`config.mk`:
```
export PLATFORM = sky130hd
export DESIGN_NAME = buck_prot_mgr
export DESIGN_NICKNAME = d
export VERILOG_FILES = /design/src/rtl/buck_prot_pkg.sv /design/src/rtl/prot_persist_timer.sv /design/src/rtl/prot_out_arbiter.sv /design/src/rtl/buck_prot_mgr.sv
export SDC_FILE = /design/constraint.sdc
export NUM_CORES = 1
export LEC_CHECK = 0
export ABC_AREA = 1
export BUFFER_PORTS_ARGS = -buffer_cell sky130_fd_sc_hd__buf_2
export CORE_ASPECT_RATIO = 0.75
export CORE_MARGIN = 10
export CORE_UTILIZATION = 52
export CTS_CLUSTER_DIAMETER = 80
export DETAILED_ROUTE_END_ITERATION = 10
export PLACE_DENSITY = 0.69
export SYNTH_ARGS = -nofsm -noshare
export SYNTH_HDL_FRONTEND = slang
export SYNTH_HIERARCHICAL = 1
export SYNTH_SLANG_ARGS = --single-unit
export TNS_END_PERCENT = 30
```
`constraint.sdc`:
```
create_clock -name clk -period 1.45 [get_ports clk]
set_input_delay 0 -clock clk [delete_from_list [all_inputs] [get_ports clk]]
set_output_delay 0 -clock clk [all_outputs]
set_load 0.02 [all_outputs]
```
`src/rtl/buck_prot_pkg.sv`:
```
package buck_prot_pkg;
  typedef enum logic [2:0] {
    FC_NONE   = 3'd0,
    FC_UV     = 3'd1,
    FC_OC     = 3'd2,
    FC_OV     = 3'd3,
    FC_SUPPLY = 3'd4
  } fault_code_t;

  localparam int NUM_TIMED = 3;
  localparam int IDX_OV = 0;
  localparam int IDX_OC = 1;
  localparam int IDX_UV = 2;
endpackage

```
`src/rtl/prot_persist_timer.sv`:
```
module prot_persist_timer #(
  parameter int LIMIT = 16
) (
  input  logic clk,
  input  logic rst_n,
  input  logic arm_i,
  input  logic mask_i,
  input  logic cond_i,
  input  logic clr_i,
  output logic latched_o
);
  localparam int CW = (LIMIT < 2) ? 1 : $clog2(LIMIT + 1);
  localparam logic [CW-1:0] LAST = CW'(LIMIT - 1);

  logic [CW-1:0] cnt_q;
  logic          lat_q;
  logic          run;
  logic          hit;

  assign run = arm_i & ~mask_i & cond_i & ~lat_q & ~clr_i;
  assign hit = run & (cnt_q == LAST);

  always_ff @(posedge clk or negedge rst_n) begin
    if (!rst_n) begin
      cnt_q <= '0;
      lat_q <= 1'b0;
    end else begin
      if (clr_i)    lat_q <= 1'b0;
      else if (hit) lat_q <= 1'b1;
      if (!run)     cnt_q <= '0;
      else if (!hit) cnt_q <= cnt_q + 1'b1;
    end
  end

  assign latched_o = lat_q;

  // a latch only rises after a cycle in which its condition was armed
  p_set_needs_cond_r3: assert property (@(posedge clk) disable iff (!rst_n)
    $rose(latched_o) |-> $past(cond_i && arm_i));
  p_hold_latch_r8: assert property (@(posedge clk) disable iff (!rst_n)
    (latched_o && !clr_i) |=> latched_o);
  p_mask_blocks_r6: assert property (@(posedge clk) disable iff (!rst_n)
    (mask_i && !latched_o) |=> !latched_o);
endmodule

```
`src/rtl/prot_out_arbiter.sv`:
```
module prot_out_arbiter
  import buck_prot_pkg::*;
(
  input  logic                 clk,
  input  logic                 rst_n,
  input  logic                 en_i,
  input  logic                 ov_i,
  input  logic                 uv_i,
  input  logic                 oc_i,
  input  logic                 hot_i,
  input  logic                 uvlo_i,
  input  logic [NUM_TIMED-1:0] lat_i,
  output logic                 hs_en_o,
  output logic                 ls_on_o,
  output logic                 ls_off_o,
  output logic                 discharge_o,
  output logic                 cl_term_o,
  output logic [2:0]           code_o
);
  logic        supply_bad;
  logic        any_lat;
  fault_code_t code;

  assign supply_bad = hot_i | uvlo_i;
  assign any_lat    = |lat_i;

  always_comb begin
    hs_en_o   = 1'b0;
    ls_on_o   = 1'b0;
    ls_off_o  = 1'b1;
    cl_term_o = 1'b0;
    if (!en_i || supply_bad) begin
      ls_off_o = 1'b1;
    end else if (lat_i[IDX_OV]) begin
      ls_on_o  = ov_i;
      ls_off_o = ~ov_i;
    end else if (any_lat) begin
      ls_off_o = 1'b1;
    end else begin
      hs_en_o   = 1'b1;
      ls_off_o  = 1'b0;
      cl_term_o = oc_i;
    end
  end

  assign discharge_o = ~en_i | supply_bad | any_lat;

  always_comb begin
    if (supply_bad)                        code = FC_SUPPLY;
    else if (lat_i[IDX_OV] || (en_i && ov_i)) code = FC_OV;
    else if (lat_i[IDX_OC] || (en_i && oc_i)) code = FC_OC;
    else if (lat_i[IDX_UV] || (en_i && uv_i)) code = FC_UV;
    else                                   code = FC_NONE;
  end
  assign code_o = code;

  p_ls_exclusive_r5: assert property (@(posedge clk) disable iff (!rst_n)
    !(ls_on_o && ls_off_o));
  p_hs_off_latched_r7: assert property (@(posedge clk) disable iff (!rst_n)
    any_lat |-> !hs_en_o);
  p_discharge_r9: assert property (@(posedge clk) disable iff (!rst_n)
    !en_i |-> discharge_o);
  p_thermal_r10: assert property (@(posedge clk) disable iff (!rst_n)
    supply_bad |-> (code_o == 3'd4 && !hs_en_o && !ls_on_o));
  p_clterm_r2: assert property (@(posedge clk) disable iff (!rst_n)
    cl_term_o |-> (oc_i && hs_en_o));
endmodule

```
`src/rtl/buck_prot_mgr.sv`:
```
module buck_prot_mgr
  import buck_prot_pkg::*;
#(
  parameter int OV_CYC = 375,
  parameter int OC_CYC = 13250,
  parameter int UV_CYC = 6750
) (
  input  logic       clk,
  input  logic       rst_n,
  input  logic       ch_en_i,
  input  logic       ov_flag_i,
  input  logic       uv_flag_i,
  input  logic       oc_flag_i,
  input  logic       hot_flag_i,
  input  logic       uvlo_flag_i,
  output logic       hs_gate_en_o,
  output logic       ls_force_on_o,
  output logic       ls_force_off_o,
  output logic       discharge_o,
  output logic       cl_term_o,
  output logic [2:0] fault_code_o,
  output logic       fault_latched_o
);
  localparam int LIM [NUM_TIMED] = '{OV_CYC, OC_CYC, UV_CYC};

  logic                 arm;
  logic                 clr;
  logic [NUM_TIMED-1:0] cond_vec;
  logic [NUM_TIMED-1:0] mask_vec;
  logic [NUM_TIMED-1:0] lat_vec;

  assign arm = ch_en_i & ~hot_flag_i & ~uvlo_flag_i;
  assign clr = ~ch_en_i | uvlo_flag_i;

  assign cond_vec[IDX_OV] = ov_flag_i;
  assign cond_vec[IDX_OC] = oc_flag_i;
  assign cond_vec[IDX_UV] = uv_flag_i;

  // a latched overvoltage outranks and freezes the lower-ranked timers
  assign mask_vec[IDX_OV] = 1'b0;
  assign mask_vec[IDX_OC] = lat_vec[IDX_OV];
  assign mask_vec[IDX_UV] = lat_vec[IDX_OV];

  for (genvar g = 0; g < NUM_TIMED; g++) begin : g_tmr
    prot_persist_timer #(.LIMIT(LIM[g])) u_tmr (
      .clk       (clk),
      .rst_n     (rst_n),
      .arm_i     (arm),
      .mask_i    (mask_vec[g]),
      .cond_i    (cond_vec[g]),
      .clr_i     (clr),
      .latched_o (lat_vec[g])
    );
  end

  prot_out_arbiter u_arb (
    .clk         (clk),
    .rst_n       (rst_n),
    .en_i        (ch_en_i),
    .ov_i        (ov_flag_i),
    .uv_i        (uv_flag_i),
    .oc_i        (oc_flag_i),
    .hot_i       (hot_flag_i),
    .uvlo_i      (uvlo_flag_i),
    .lat_i       (lat_vec),
    .hs_en_o     (hs_gate_en_o),
    .ls_on_o     (ls_force_on_o),
    .ls_off_o    (ls_force_off_o),
    .discharge_o (discharge_o),
    .cl_term_o   (cl_term_o),
    .code_o      (fault_code_o)
  );

  assign fault_latched_o = |lat_vec;

  p_clear_r8: assert property (@(posedge clk) disable iff (!rst_n)
    (!ch_en_i || uvlo_flag_i) |=> !fault_latched_o);
  p_ls_follow_r5: assert property (@(posedge clk) disable iff (!rst_n)
    (lat_vec[IDX_OV] && ch_en_i && !hot_flag_i && !uvlo_flag_i)
      |-> (ls_force_on_o == ov_flag_i && !hs_gate_en_o));
endmodule

```
==> summary.txt, run 1 <==
Outcome
  • Result of the run: finished clean

Timing
  • F_max: 730 MHz
  • Setup repair after global routing missed its margin: false
  • Final Max Tran Viols: 0
  • Min Tclk post-route: 1370 ps
  • Endpoints failing hold: 0
  • Summed negative setup slack over all endpoints: 0 ps
  • Final cycle utilization of the critical path: a little over nine tenths
  • Largest clock skew in the final design: 5.10 ps
  • Final setup fails: 0

Setup path
  • Kind of start point of the critical path: flop
  • Critical path's slowest cell: sky130_fd_sc_hd__dfrtp_1
  • Category of the critical setup timing path: flop to primary output
  • Required time reported for the critical path endpoint: 1450 ps
  • Largest stage delay on the critical path: 430 ps
  • Critical path, cell by cell: nor3_2 -> nand2_4 -> nor2_2 -> buf_2
  • Category of the worst setup path capture point: primary output
  • Worst Path Arrival: 1370 ps
  • Highest net fanout along the worst path: 5

Power and ir drop
  • Relative contribution of the clock network to total power: 44.0%
  • Overall power: ~2100 uW
  • Sequential cell fraction of total power: 51.1%
  • Switching power total: 453 uW
  • Share of total power in combinational logic: 5.0%
  • Fraction of power spent switching nets: 21.2%
  • Power per Cell Area: 703 nW/um^2
  • Highest ir drop seen on vdd: 0.444 mV
  • Cell-internal power: roughly 1700 uW
  • Standby leakage power: 0.00139 uW

Layout
  • Final nets: about 430
  • Fraction of layout instances using a drive strength above 1: 18.6%
  • # diodes: 0
  • Fillers: around 470
  • Post-route standard cell area excluding fillers: between 3000 and 4000 um^2
  • Layout Area Growth over Synthesis: 12.6%

Synthesis
  • Number of synthesized register bits: 39
  • Number of library cell types mapped by synthesis: 30
  • Total of warnings raised by yosys: 6
  • Synthesized netlist net count: 404
  • Netlist area before placement: ~2700 um^2
  • Instance count of the mapped netlist: 389
  • Average footprint of a synthesized cell: 6.93 um^2
  • Sequential cell area fraction in the yosys report: about 36%

Clock network
  • Max H-tree Level: 2
  • Number of buffers between clock root and the deepest sink: 2
  • Clock transition at the registers of the reported paths: 80 ps
  • Sink count of the clock tree: 39
  • Clock buffer count from CTS: 5
  • Root Buffer: sky130_fd_sc_hd__clkbuf_8
  • Clock Latency Late Sink: 290 ps
  • Clock tree from TritonCTS: built

Drt
  • Number of search-and-repair iterations in the first detailed-routing pass: 4
  • Wire length after detailed routing: a little under 6000 um
  • Via density per instance: about 4.9
  • Remaining antenna violation count: 0
  • Iter 0 DRT Violations: 145
  • Average routed wire per standard cell: 12.0 um
  • Post-route DRC: 0
  • Total vias in the final route: 2370

Placement
  • Placed standard-cell area: 2890 um^2
  • DPL Wire Length: 4540 um
  • Final weighted congestion in routability-driven placement: 0.875
  • Number of buffers added on ports: 16

Die
  • Standard-cell row count: 22
  • Initial core utilization: 54.4%
  • Horizontal die dimension: 103 um
  • Area enclosed by the die boundary: 8490 um^2
  • Core outline area: 4950 um^2
  • Ports placed on the boundary: 17
  • Floorplan die height: 82.3 um

GRT
  • Number of antenna violations at the first check in global routing: 0
  • Number of global-route vias before repair: 2193
  • Total overflow reported by the global router: 0
  • Maximum number of pins on one net before global-route repair: 21
  • Combined global-route utilization of all metal layers: around 15%
  • Wire length of the first global-routing pass: 10200 um

Run
  • Max Cap Viol: 0

Min path
  • Tightest Hold Check Type: primary input to flop
## layer usage
layer / vias up / share of wire, % / global-route usage, %
li1: 1273 / - / -
met1: 1039 / 54 / 22.8
met2: 54 / 38 / 20.3
met3: 4 / 6.9 / 3.98
met4: 0 / 0.66 / 3.19
met5: - / 0 / 0
## logic make-up after synthesis
family | Yosys count | share of synthesized area, %
buf+inv | 66 | 9.94
compound gates | 27 | 5.16
fa+ha+maj | 7 | 3.25
xor+xnor | 3 | 0.976
other cells | 1 | 0.139
simple gates | 246 | 44.3
flops | 39 | 36.2
## synthesized netlist by cell type, drive strengths merged
cell type,n,share of area (%)
nand4,12,2.8
xnor2,1,0.33
nand3b,3,0.84
a21oi,15,2.8
nand3,36,7.1
dfrtp,39,36
or2,3,0.70
nand2,104,16
conb,1,0.14
nor3,5,1.1
xor2,2,0.65
inv,61,8.5
nor2,82,16
buf,5,1.4
ha,7,3.3
o21ai,12,2.4
nor3b,1,0.28
## through the flow
step           util, %  setup WS [ps]  instances  hold slack [ps]
6_report          61.2           79.9        480             80.8
5_1_grt           61.2           8.45        480             92.3
4_1_cts           60.9           73.5        478             72.6
3_5_place_dp      58.3            137        469            -6.08
3_3_place_gp      58.3            196        469            -3.58
2_1_floorplan        -            204        389             -296
## worst paths after layout
check                                          from  slack, ps                        to  depth (start not counted)
max                        g_tmr[1].u_tmr/latched_o         80                 cl_term_o                          4
max reg2reg                g_tmr[0].u_tmr/latched_o        100  g_tmr[0].u_tmr/latched_o                          6
min reg2reg                g_tmr[1].u_tmr/cnt_q[13]        540  g_tmr[1].u_tmr/cnt_q[13]                          2
max in group asynchronous                     rst_n        780   g_tmr[2].u_tmr/cnt_q[5]                          3
min                                     uvlo_flag_i         80  g_tmr[2].u_tmr/latched_o                          4
min in group asynchronous                     rst_n        200   g_tmr[2].u_tmr/cnt_q[1]                          2
## final cells by class
cell class	count	area, um^2	area share (%)
Inverter	61	229	7.55
Sequential cell	39	976	32.2
Multi-Input combinational cell	284	1450	47.8
Tap cell	60	75.1	2.48
Clock buffer	6	82.6	2.72
Clock inverter	2	35.0	1.16
Timing Repair Buffer	28	185	6.11
## flip-flops by register name (all words and copies together) (netlist names)
signal	count
g_tmr.u_tmr/cnt_q	36
g_tmr.u_tmr/latched_o	3
## timing repair
| item | in CTS | in global routing |
|---|---|---|
| hold buffers | 1 | 0 |
| hold endpoints to repair | 19 | 0 |
| setup endpoints to repair | 0 | 1 |
| gates resized for setup | 0 | 0 |
| buffers inserted | 0 | 2 |
## cell usage in the layout, fill, tap and decap left out, drive strengths merged
cell,instances
nand2,104
nor2,82
inv,61
dfrtp,39
nand3,36
buf,27
a21oi,15
nand4,12
o21ai,12
ha,7
clkbuf,6
nor3,5
nand3b,3
or2,3
xor2,2
clkinv,1
bufinv,1
conb,1
xnor2,1
nor3b,1
dlygate4sd3,1
## power by group through the flow
| stage | Combinational, uW | Sequential, uW | Clock (uW) |
|---|---|---|---|
| 2_1_floorplan | 53.0 | 1110 | 0 |
| 5_1_grt | 121 | 1090 | 1030 |
| 3_5_place_dp | 106 | 1110 | 0 |
| 3_3_place_gp | 105 | 1110 | 0 |
| 6_report | 106 | 1090 | 937 |
| 4_1_cts | 109 | 1090 | 966 |
## critical path, delay by kind of cell, from the launching register on
family	cells	cell delay [ps]
buf+inv	1	160
flops	1	430
simple gates	3	490
No activity file was read; power rests on OpenSTA's default activity.
==> inputs of run 2 (changes only) <==
Settings changed: ABC_AREA 1 to not set, PLACE_DENSITY 0.69 to 0.7, REMOVE_ABC_BUFFERS set to 1.
==> run 2 against run 1 <==
Compared with the run above: the run now ends with negative setup slack left; non-clock buffer count up 40; count of clock-buffer cells in the layout is 1 lower; sequential share of layout area increased by 0.23 points; global-route usage down 0.31 points; maximum frequency shrank 14%; clock skew grew 2.4 ps; final cell count shrank 26%; worst hold slack improved by 18 ps; sequential power hardly changed; core utilization increased by 13 points; die area fell by 15%; clock power decreased by 2%.
==> summary.txt, run 2 <==
Die
  • Core outline area: roughly 4000 um^2
  • Area enclosed by the die boundary: roughly 7200 um^2
  • Floorplan die height: 76.2 um
  • Horizontal die dimension: 95.0 um
  • Initial core utilization: 54.1%
  • Ports placed on the boundary: 17
  • Standard-cell row count: 20

Clock network
  • Root Buffer: sky130_fd_sc_hd__clkbuf_8
  • Clock tree from TritonCTS: built
  • Max H-tree Level: 2
  • Clock buffer count from CTS: 5
  • Clock transition at the registers of the reported paths: approximately 80 ps
  • Clock Latency Late Sink: 290 ps
  • Number of buffers between clock root and the deepest sink: 2
  • Sink count of the clock tree: 39

Timing
  • Final Max Tran Viols: 0
  • Setup repair after global routing missed its margin: true
  • F_max: 630 MHz
  • Endpoints failing hold: 0
  • Min Tclk post-route: 1590 ps
  • Summed negative setup slack over all endpoints: -423 ps
  • Final worst-path setup slack: -137 ps
  • Worst hold slack across all endpoints: ~100 ps
  • Largest clock skew in the final design: 7.54 ps
  • Final cycle utilization of the critical path: 109%
  • Final setup fails: 10

GRT
  • Most utilized layer in the global route result: met1
  • Wire length of the first global-routing pass: 8690 um
  • Number of antenna violations at the first check in global routing: 0
  • Combined global-route utilization of all metal layers: between 10% and 20%
  • Met3 global-route usage: under 10%
  • Number of global-route vias before repair: 1808
  • Maximum number of pins on one net before global-route repair: 21
  • Total overflow reported by the global router: 0
  • Met2 usage in global routing: 18.9%
  • GR met1 Demand/Resource: 22.5%

Power and ir drop
  • Power per Cell Area: 701 nW/um^2
  • Standby leakage power: 0.00130 uW
  • Highest ir drop seen on vdd: 0.475 mV

Layout
  • # diodes: 0
  • Fraction of layout instances using a drive strength above 1: 38.6%
  • Finished Layout Cells: 353
  • Sequential cell area: just under 1000 um^2
  • Commonest cells after routing, fill and taps aside: sky130_fd_sc_hd__buf_4, sky130_fd_sc_hd__dfrtp_1, sky130_fd_sc_hd__nor2_1, sky130_fd_sc_hd__buf_2, sky130_fd_sc_hd__a21oi_1
  • Layout Area Growth over Synthesis: 37.6%
  • Final nets: 312
  • Most common library cell in the layout ignoring fill and taps: sky130_fd_sc_hd__buf_4
  • Fillers: 286
  • Register containing the most flip-flops in the final layout: g_tmr.u_tmr/cnt_q
  • Max FFs per register: 36
  • Area of combinational cells with multiple inputs: roughly 1300 um^2

Outcome
  • Violated checks: negative setup slack
  • Result of the run: finished, violations left

Synthesis
  • Leading area contributor after synthesis: sky130_fd_sc_hd__dfrtp_1
  • Most area-consuming cells after synthesis: sky130_fd_sc_hd__dfrtp_1, sky130_fd_sc_hd__xor2_1, sky130_fd_sc_hd__nor2_1
  • Instance count of the mapped netlist: 226
  • Synth top area share: 44.5%
  • Post-synth top cells: sky130_fd_sc_hd__dfrtp_1, sky130_fd_sc_hd__nor2_1, sky130_fd_sc_hd__a21oi_1, sky130_fd_sc_hd__nand2_1, sky130_fd_sc_hd__xor2_1
  • Total of warnings raised by yosys: 6
  • Number of synthesized register bits: 39
  • Most used DFF post-synth: sky130_fd_sc_hd__dfrtp_1
  • FFs w/ async S/R, synth: 100%
  • Number of library cell types mapped by synthesis: 48
  • Netlist area before placement: 2190 um^2
  • Number of enable-type register cells in the synthesized netlist: 0
  • Sequential cell area fraction in the yosys report: 44.5%
  • Most frequent cell after synthesis: sky130_fd_sc_hd__dfrtp_1
  • Average footprint of a synthesized cell: 9.71 um^2

Drt
  • Iter 0 DRT Violations: 70
  • Wire length after detailed routing: 5570 um
  • Average routed wire per standard cell: approximately 16 um
  • Total vias in the final route: between 1500 and 2000
  • Remaining antenna violation count: 0
  • Post-route DRC: 0
  • Via density per instance: 5.63
  • Number of search-and-repair iterations in the first detailed-routing pass: 4

Min path
  • End point of the most critical hold path: g_tmr[2].u_tmr/latched_o
  • Tightest Hold Check Type: primary input to flop
  • Startpoint of the tightest hold check path: uv_flag_i
  • Hold Path Stages: 4

Setup path
  • Category of the worst setup path capture point: flop
  • Required time reported for the critical path endpoint: 1680 ps
  • Critical path, cell by cell: ha_4 -> nand4bb_4 -> nor4_4 -> buf_6 -> or4_4 -> a21oi_2
  • Category of the critical setup timing path: flop to flop
  • Endpoint of the most critical register-to-register path: g_tmr[2].u_tmr/cnt_q[5]
  • Worst Path Arrival: 1810 ps
  • R2R Setup Slk: -140 ps
  • Combined buffer and inverter count along the critical path: 1
  • Largest stage delay on the critical path: 490 ps
  • Highest net fanout along the worst path: 7
  • Kind of start point of the critical path: flop
  • Critical path's slowest cell: sky130_fd_sc_hd__or4_4
  • Worst reg2reg path startpoint: g_tmr[2].u_tmr/cnt_q[0]
  • Cell class contributing the biggest share of worst-path delay: simple AND/OR/NAND/NOR gates
  • Number of cells on the worst reg-to-reg path: 6

Placement
  • Number of buffers added on ports: 16
  • Total instance count after detailed placement: 334
  • Final weighted congestion in routability-driven placement: 0.861
  • DPL Wire Length: 3770 um

Run
  • Max Cap Viol: 0
[run 2: cell count changes after synthesis, sizes merged, moves of 10 or more]
cell | previous run | this run
inv | 61 | 10
nand2 | 104 | 13
nand3 | 36 | 11
nor2 | 82 | 26
or3 | 0 | 10
xor2 | 2 | 12
[run 2: cell families after synthesis]
family / Yosys count / share of synthesized area [%]
AO/OA/AOI/OAI: 38 / 9.87
other: 1 / 0.171
buffers and inverters: 14 / 2.62
multiplexers: 1 / 0.684
AND/OR/NAND/NOR: 109 / 31.4
XOR/XNOR: 17 / 6.79
flip-flops: 39 / 44.5
adder cells (fa/ha/maj): 7 / 3.99
[run 2: final cells by class]
class / count / area share [%]
clock buffers: 5 / 2.28
clock inverters: 3 / 1.45
inverters: 10 / 1.24
multi-input cells: 173 / 43.6
flip-flops and latches: 39 / 32.4
well taps: 55 / 2.28
repair buffers: 68 / 16.7
[run 2: worst max-delay path by stage]
stage | slack [ps] | cells after the start | endpoint | start
floorplan | -230 | 6 | g_tmr[2].u_tmr/cnt_q[1] | g_tmr[2].u_tmr/cnt_q[1]
detailed placement | -290 | 7 | g_tmr[2].u_tmr/cnt_q[1] | g_tmr[2].u_tmr/cnt_q[1]
global placement | -170 | 7 | g_tmr[2].u_tmr/cnt_q[1] | g_tmr[2].u_tmr/cnt_q[1]
finish | -140 | 6 | g_tmr[2].u_tmr/cnt_q[5] | g_tmr[2].u_tmr/cnt_q[0]
global route | -170 | 6 | g_tmr[2].u_tmr/cnt_q[5] | g_tmr[2].u_tmr/cnt_q[0]
CTS | -130 | 6 | g_tmr[2].u_tmr/cnt_q[5] | g_tmr[2].u_tmr/cnt_q[0]
[run 2: what timing repair did]
action                     in CTS  in global routing
pin swaps                      11                  7
gates resized for setup        12                 37
hold buffers                    1                  0
buffers inserted                4                  6
hold endpoints to repair       18                  0
setup endpoints to repair      14                 34
[run 2: report_power, final]
| part | switching, uW | total, uW | internal (uW) |
|---|---|---|---|
| clock | 408 | 921 | 513 |
| combinational | 64.7 | 108 | 42.9 |
| sequential | 0.972 | 1090 | 1090 |
[run 2: tightest hold or removal path: stages]
cell and delay [ps]:
sky130_fd_sc_hd__buf_2 110, sky130_fd_sc_hd__nand3_1 90, sky130_fd_sc_hd__nand2b_1 100, sky130_fd_sc_hd__o21ai_1 50
[run 2: layer usage]
layer | wire [um] | vias to the layer above
met2 | 2370 | 58
met1 | 2760 | 957
met4 | 122 | 0
met5 | 0 | -
li1 | - | 956
met3 | 321 | 16
[run 2: through the flow]
step	setup WS, ps	util [%]	cell area (um^2)	total power, uW
after detailed placement	-290	64.9	2630	1210
after global routing	-168	74.5	3020	2190
after global placement	-170	64.9	2630	1210
after floorplan	-232	-	2170	1140
after CTS	-128	69.8	2830	2130
final	-137	74.5	3020	2120
==> inputs of run 3 (changes only) <==
Settings changed: ABC_AREA set to 1, PLACE_DENSITY 0.7 to 0.69.
==> run 3 against run 2 <==
Compared with the run above: the flow now finishes without violations; clock power fell by 22%; critical endpoint is now cl_term_o; critical path type is now flop to primary output; die area rose by 17%; worst hold slack got worse by 36 ps; clock skew fell by 0.85 ps; critical path depth fell by 1; combinational power barely moved; sequential cell count did not move; first-iteration DRC count rose to 3.1 times the previous value; total power fell by 9.7%; highest routed layer unchanged; final cell count rose by 35%; via count rose by 24%.
==> summary.txt, run 3 (synthesized netlist as in run 1, its figures left out) <==
Setup path
  • Highest net fanout along the worst path: 5
  • Kind of start point of the critical path: flop
  • Category of the critical setup timing path: flop to primary output
  • Cell repeated most along the worst path: sky130_fd_sc_hd__buf_4
  • Critical path's slowest cell: sky130_fd_sc_hd__dfrtp_1
  • Category of the worst setup path capture point: primary output
  • Critical path, cell by cell: buf_4 -> nor3_4 -> nand2_4 -> nor2_2 -> buf_4
  • Worst Path Arrival: 1360 ps
  • Required time reported for the critical path endpoint: approximately 1500 ps
  • Cell class contributing the biggest share of worst-path delay: flip-flops
  • Largest stage delay on the critical path: 420 ps
  • Combined buffer and inverter count along the critical path: 2

Layout
  • # diodes: 0
  • Sequential cell area: 978 um^2
  • Layout Area Growth over Synthesis: 10.8%
  • Max FFs per register: 36
  • Area of combinational cells with multiple inputs: 1460 um^2
  • Most common library cell in the layout ignoring fill and taps: sky130_fd_sc_hd__nand2_1
  • Fraction of layout instances using a drive strength above 1: 18.0%
  • Post-route standard cell area excluding fillers: 2990 um^2
  • Final nets: 431
  • Commonest cells after routing, fill and taps aside: sky130_fd_sc_hd__nand2_1, sky130_fd_sc_hd__inv_1, sky130_fd_sc_hd__nor2_1, sky130_fd_sc_hd__dfrtp_1, sky130_fd_sc_hd__nand3_1
  • Fillers: 472
  • Register containing the most flip-flops in the final layout: g_tmr.u_tmr/cnt_q

Power and ir drop
  • Relative contribution of the clock network to total power: a little under two fifths
  • Highest ir drop seen on vdd: roughly 0.55 mV
  • Standby leakage power: 0.00135 uW
  • Sequential cell fraction of total power: 57.0%
  • Power per Cell Area: 640 nW/um^2
  • Share of total power in combinational logic: about 5.5%
  • Switching power total: 453 uW
  • Fraction of power spent switching nets: 23.7%
  • Cell-internal power: 1460 uW

Clock network
  • Clock buffer count from CTS: 5
  • Sink count of the clock tree: 39
  • Max H-tree Level: 2
  • Clock tree from TritonCTS: built
  • Number of buffers between clock root and the deepest sink: 2
  • Clock Latency Late Sink: 290 ps
  • Root Buffer: sky130_fd_sc_hd__clkbuf_8
  • Clock transition at the registers of the reported paths: 80 ps

Die
  • Horizontal die dimension: 103 um
  • Core outline area: about 5000 um^2
  • Initial core utilization: 54.4%
  • Standard-cell row count: 22
  • Ports placed on the boundary: 17
  • Floorplan die height: 82.3 um
  • Area enclosed by the die boundary: 8490 um^2

Timing
  • Min Tclk post-route: 1360 ps
  • Largest clock skew in the final design: 6.69 ps
  • Final Max Tran Viols: 0
  • Transition time of the tightest slew-check pin: 598 ps
  • Endpoints failing hold: 0
  • Final cycle utilization of the critical path: 93.5%
  • Final setup fails: 0
  • Worst hold slack across all endpoints: 62.6 ps
  • Headroom to the max-slew limit: 60.2%
  • Setup repair after global routing missed its margin: true
  • F_max: approximately 740 MHz

Drt
  • Number of search-and-repair iterations in the first detailed-routing pass: 5
  • Remaining antenna violation count: 0
  • Iter 0 DRT Violations: 215
  • Average routed wire per standard cell: 12.6 um
  • Post-route DRC: 0
  • Via density per instance: between 5 and 6
  • Wire length after detailed routing: 6000 um
  • Total vias in the final route: 2472

GRT
  • Combined global-route utilization of all metal layers: 14.8%
  • Wire length of the first global-routing pass: 10100 um
  • Total overflow reported by the global router: 0
  • Number of global-route vias before repair: 2137
  • Number of antenna violations at the first check in global routing: 0
  • Maximum number of pins on one net before global-route repair: 27

Run
  • Max Cap Viol: 0

Placement
  • Final weighted congestion in routability-driven placement: between 0.8 and 0.9
  • Number of buffers added on ports: 16
  • Placed standard-cell area: 2860 um^2
  • DPL Wire Length: 4700 um

Min path
  • Tightest Hold Check Type: primary input to flop

Outcome
  • Result of the run: finished clean
-- run 3: worst min-delay path, cell delays in order --
cell and delay [ps]:
sky130_fd_sc_hd__buf_2 90, sky130_fd_sc_hd__inv_1 40, sky130_fd_sc_hd__nand2_2 90, sky130_fd_sc_hd__o21ai_0 90
-- run 3: area by class of cell --
| type | count | share of cell area [%] |
|---|---|---|
| well taps | 60 | 2.51 |
| clock inverters | 1 | 0.168 |
| repair buffers | 25 | 5.53 |
| multi-input cells | 284 | 48.8 |
| inverters | 61 | 7.67 |
| flip-flops and latches | 39 | 32.8 |
| clock buffers | 7 | 2.56 |
-- run 3: layer usage --
metal / track usage (%) / vias to the layer above / share of wire (%)
li1: - / 1262 / -
met1: 22.1 / 1150 / 53
met2: 20.7 / 53 / 39
met3: 3.73 / 7 / 6.9
met4: 3.88 / 0 / 0.77
met5: 0 / - / 0
-- run 3: power by group through the flow --
stage	Sequential [uW]	Clock, uW	Combinational (uW)
after floorplan	1110	0	46.9
after global placement	1110	0	103
after detailed placement	1110	0	104
after CTS	1090	748	106
after global routing	1090	795	119
final	1090	717	105
-- run 3: timing repair --
action,CTS,global route
setup endpoints to repair,2,9
endpoints found under the hold margin,24,0
resized for setup,1,3
hold buffers,1,0
buffers inserted,0,1
pin swaps,0,2
-- run 3: final timing paths --
| path | from | endpoint | slack (ps) | depth (start not counted) |
|---|---|---|---|---|
| max | g_tmr[0].u_tmr/latched_o | cl_term_o | 90 | 5 |
| min | uvlo_flag_i | g_tmr[2].u_tmr/latched_o | 60 | 4 |
| max reg2reg | g_tmr[0].u_tmr/cnt_q[0] | g_tmr[0].u_tmr/cnt_q[0] | 130 | 6 |
| min reg2reg | g_tmr[1].u_tmr/cnt_q[13] | g_tmr[1].u_tmr/cnt_q[13] | 530 | 2 |
| max in group asynchronous | rst_n | g_tmr[1].u_tmr/cnt_q[9] | 640 | 3 |
| min in group asynchronous | rst_n | g_tmr[0].u_tmr/cnt_q[7] | 240 | 2 |
-- run 3: through the flow --
stage	TNS, ps	setup WS, ps	instances	utilization (%)	total power [uW]
floorplan	0	199	384	-	1160
global placement	0	144	467	57.8	1210
detailed placement	0	117	467	57.8	1210
CTS	0	18.2	476	59.7	1940
global route	-6.61	-6.61	477	60.3	2000
finish	0	93.7	477	60.3	1910
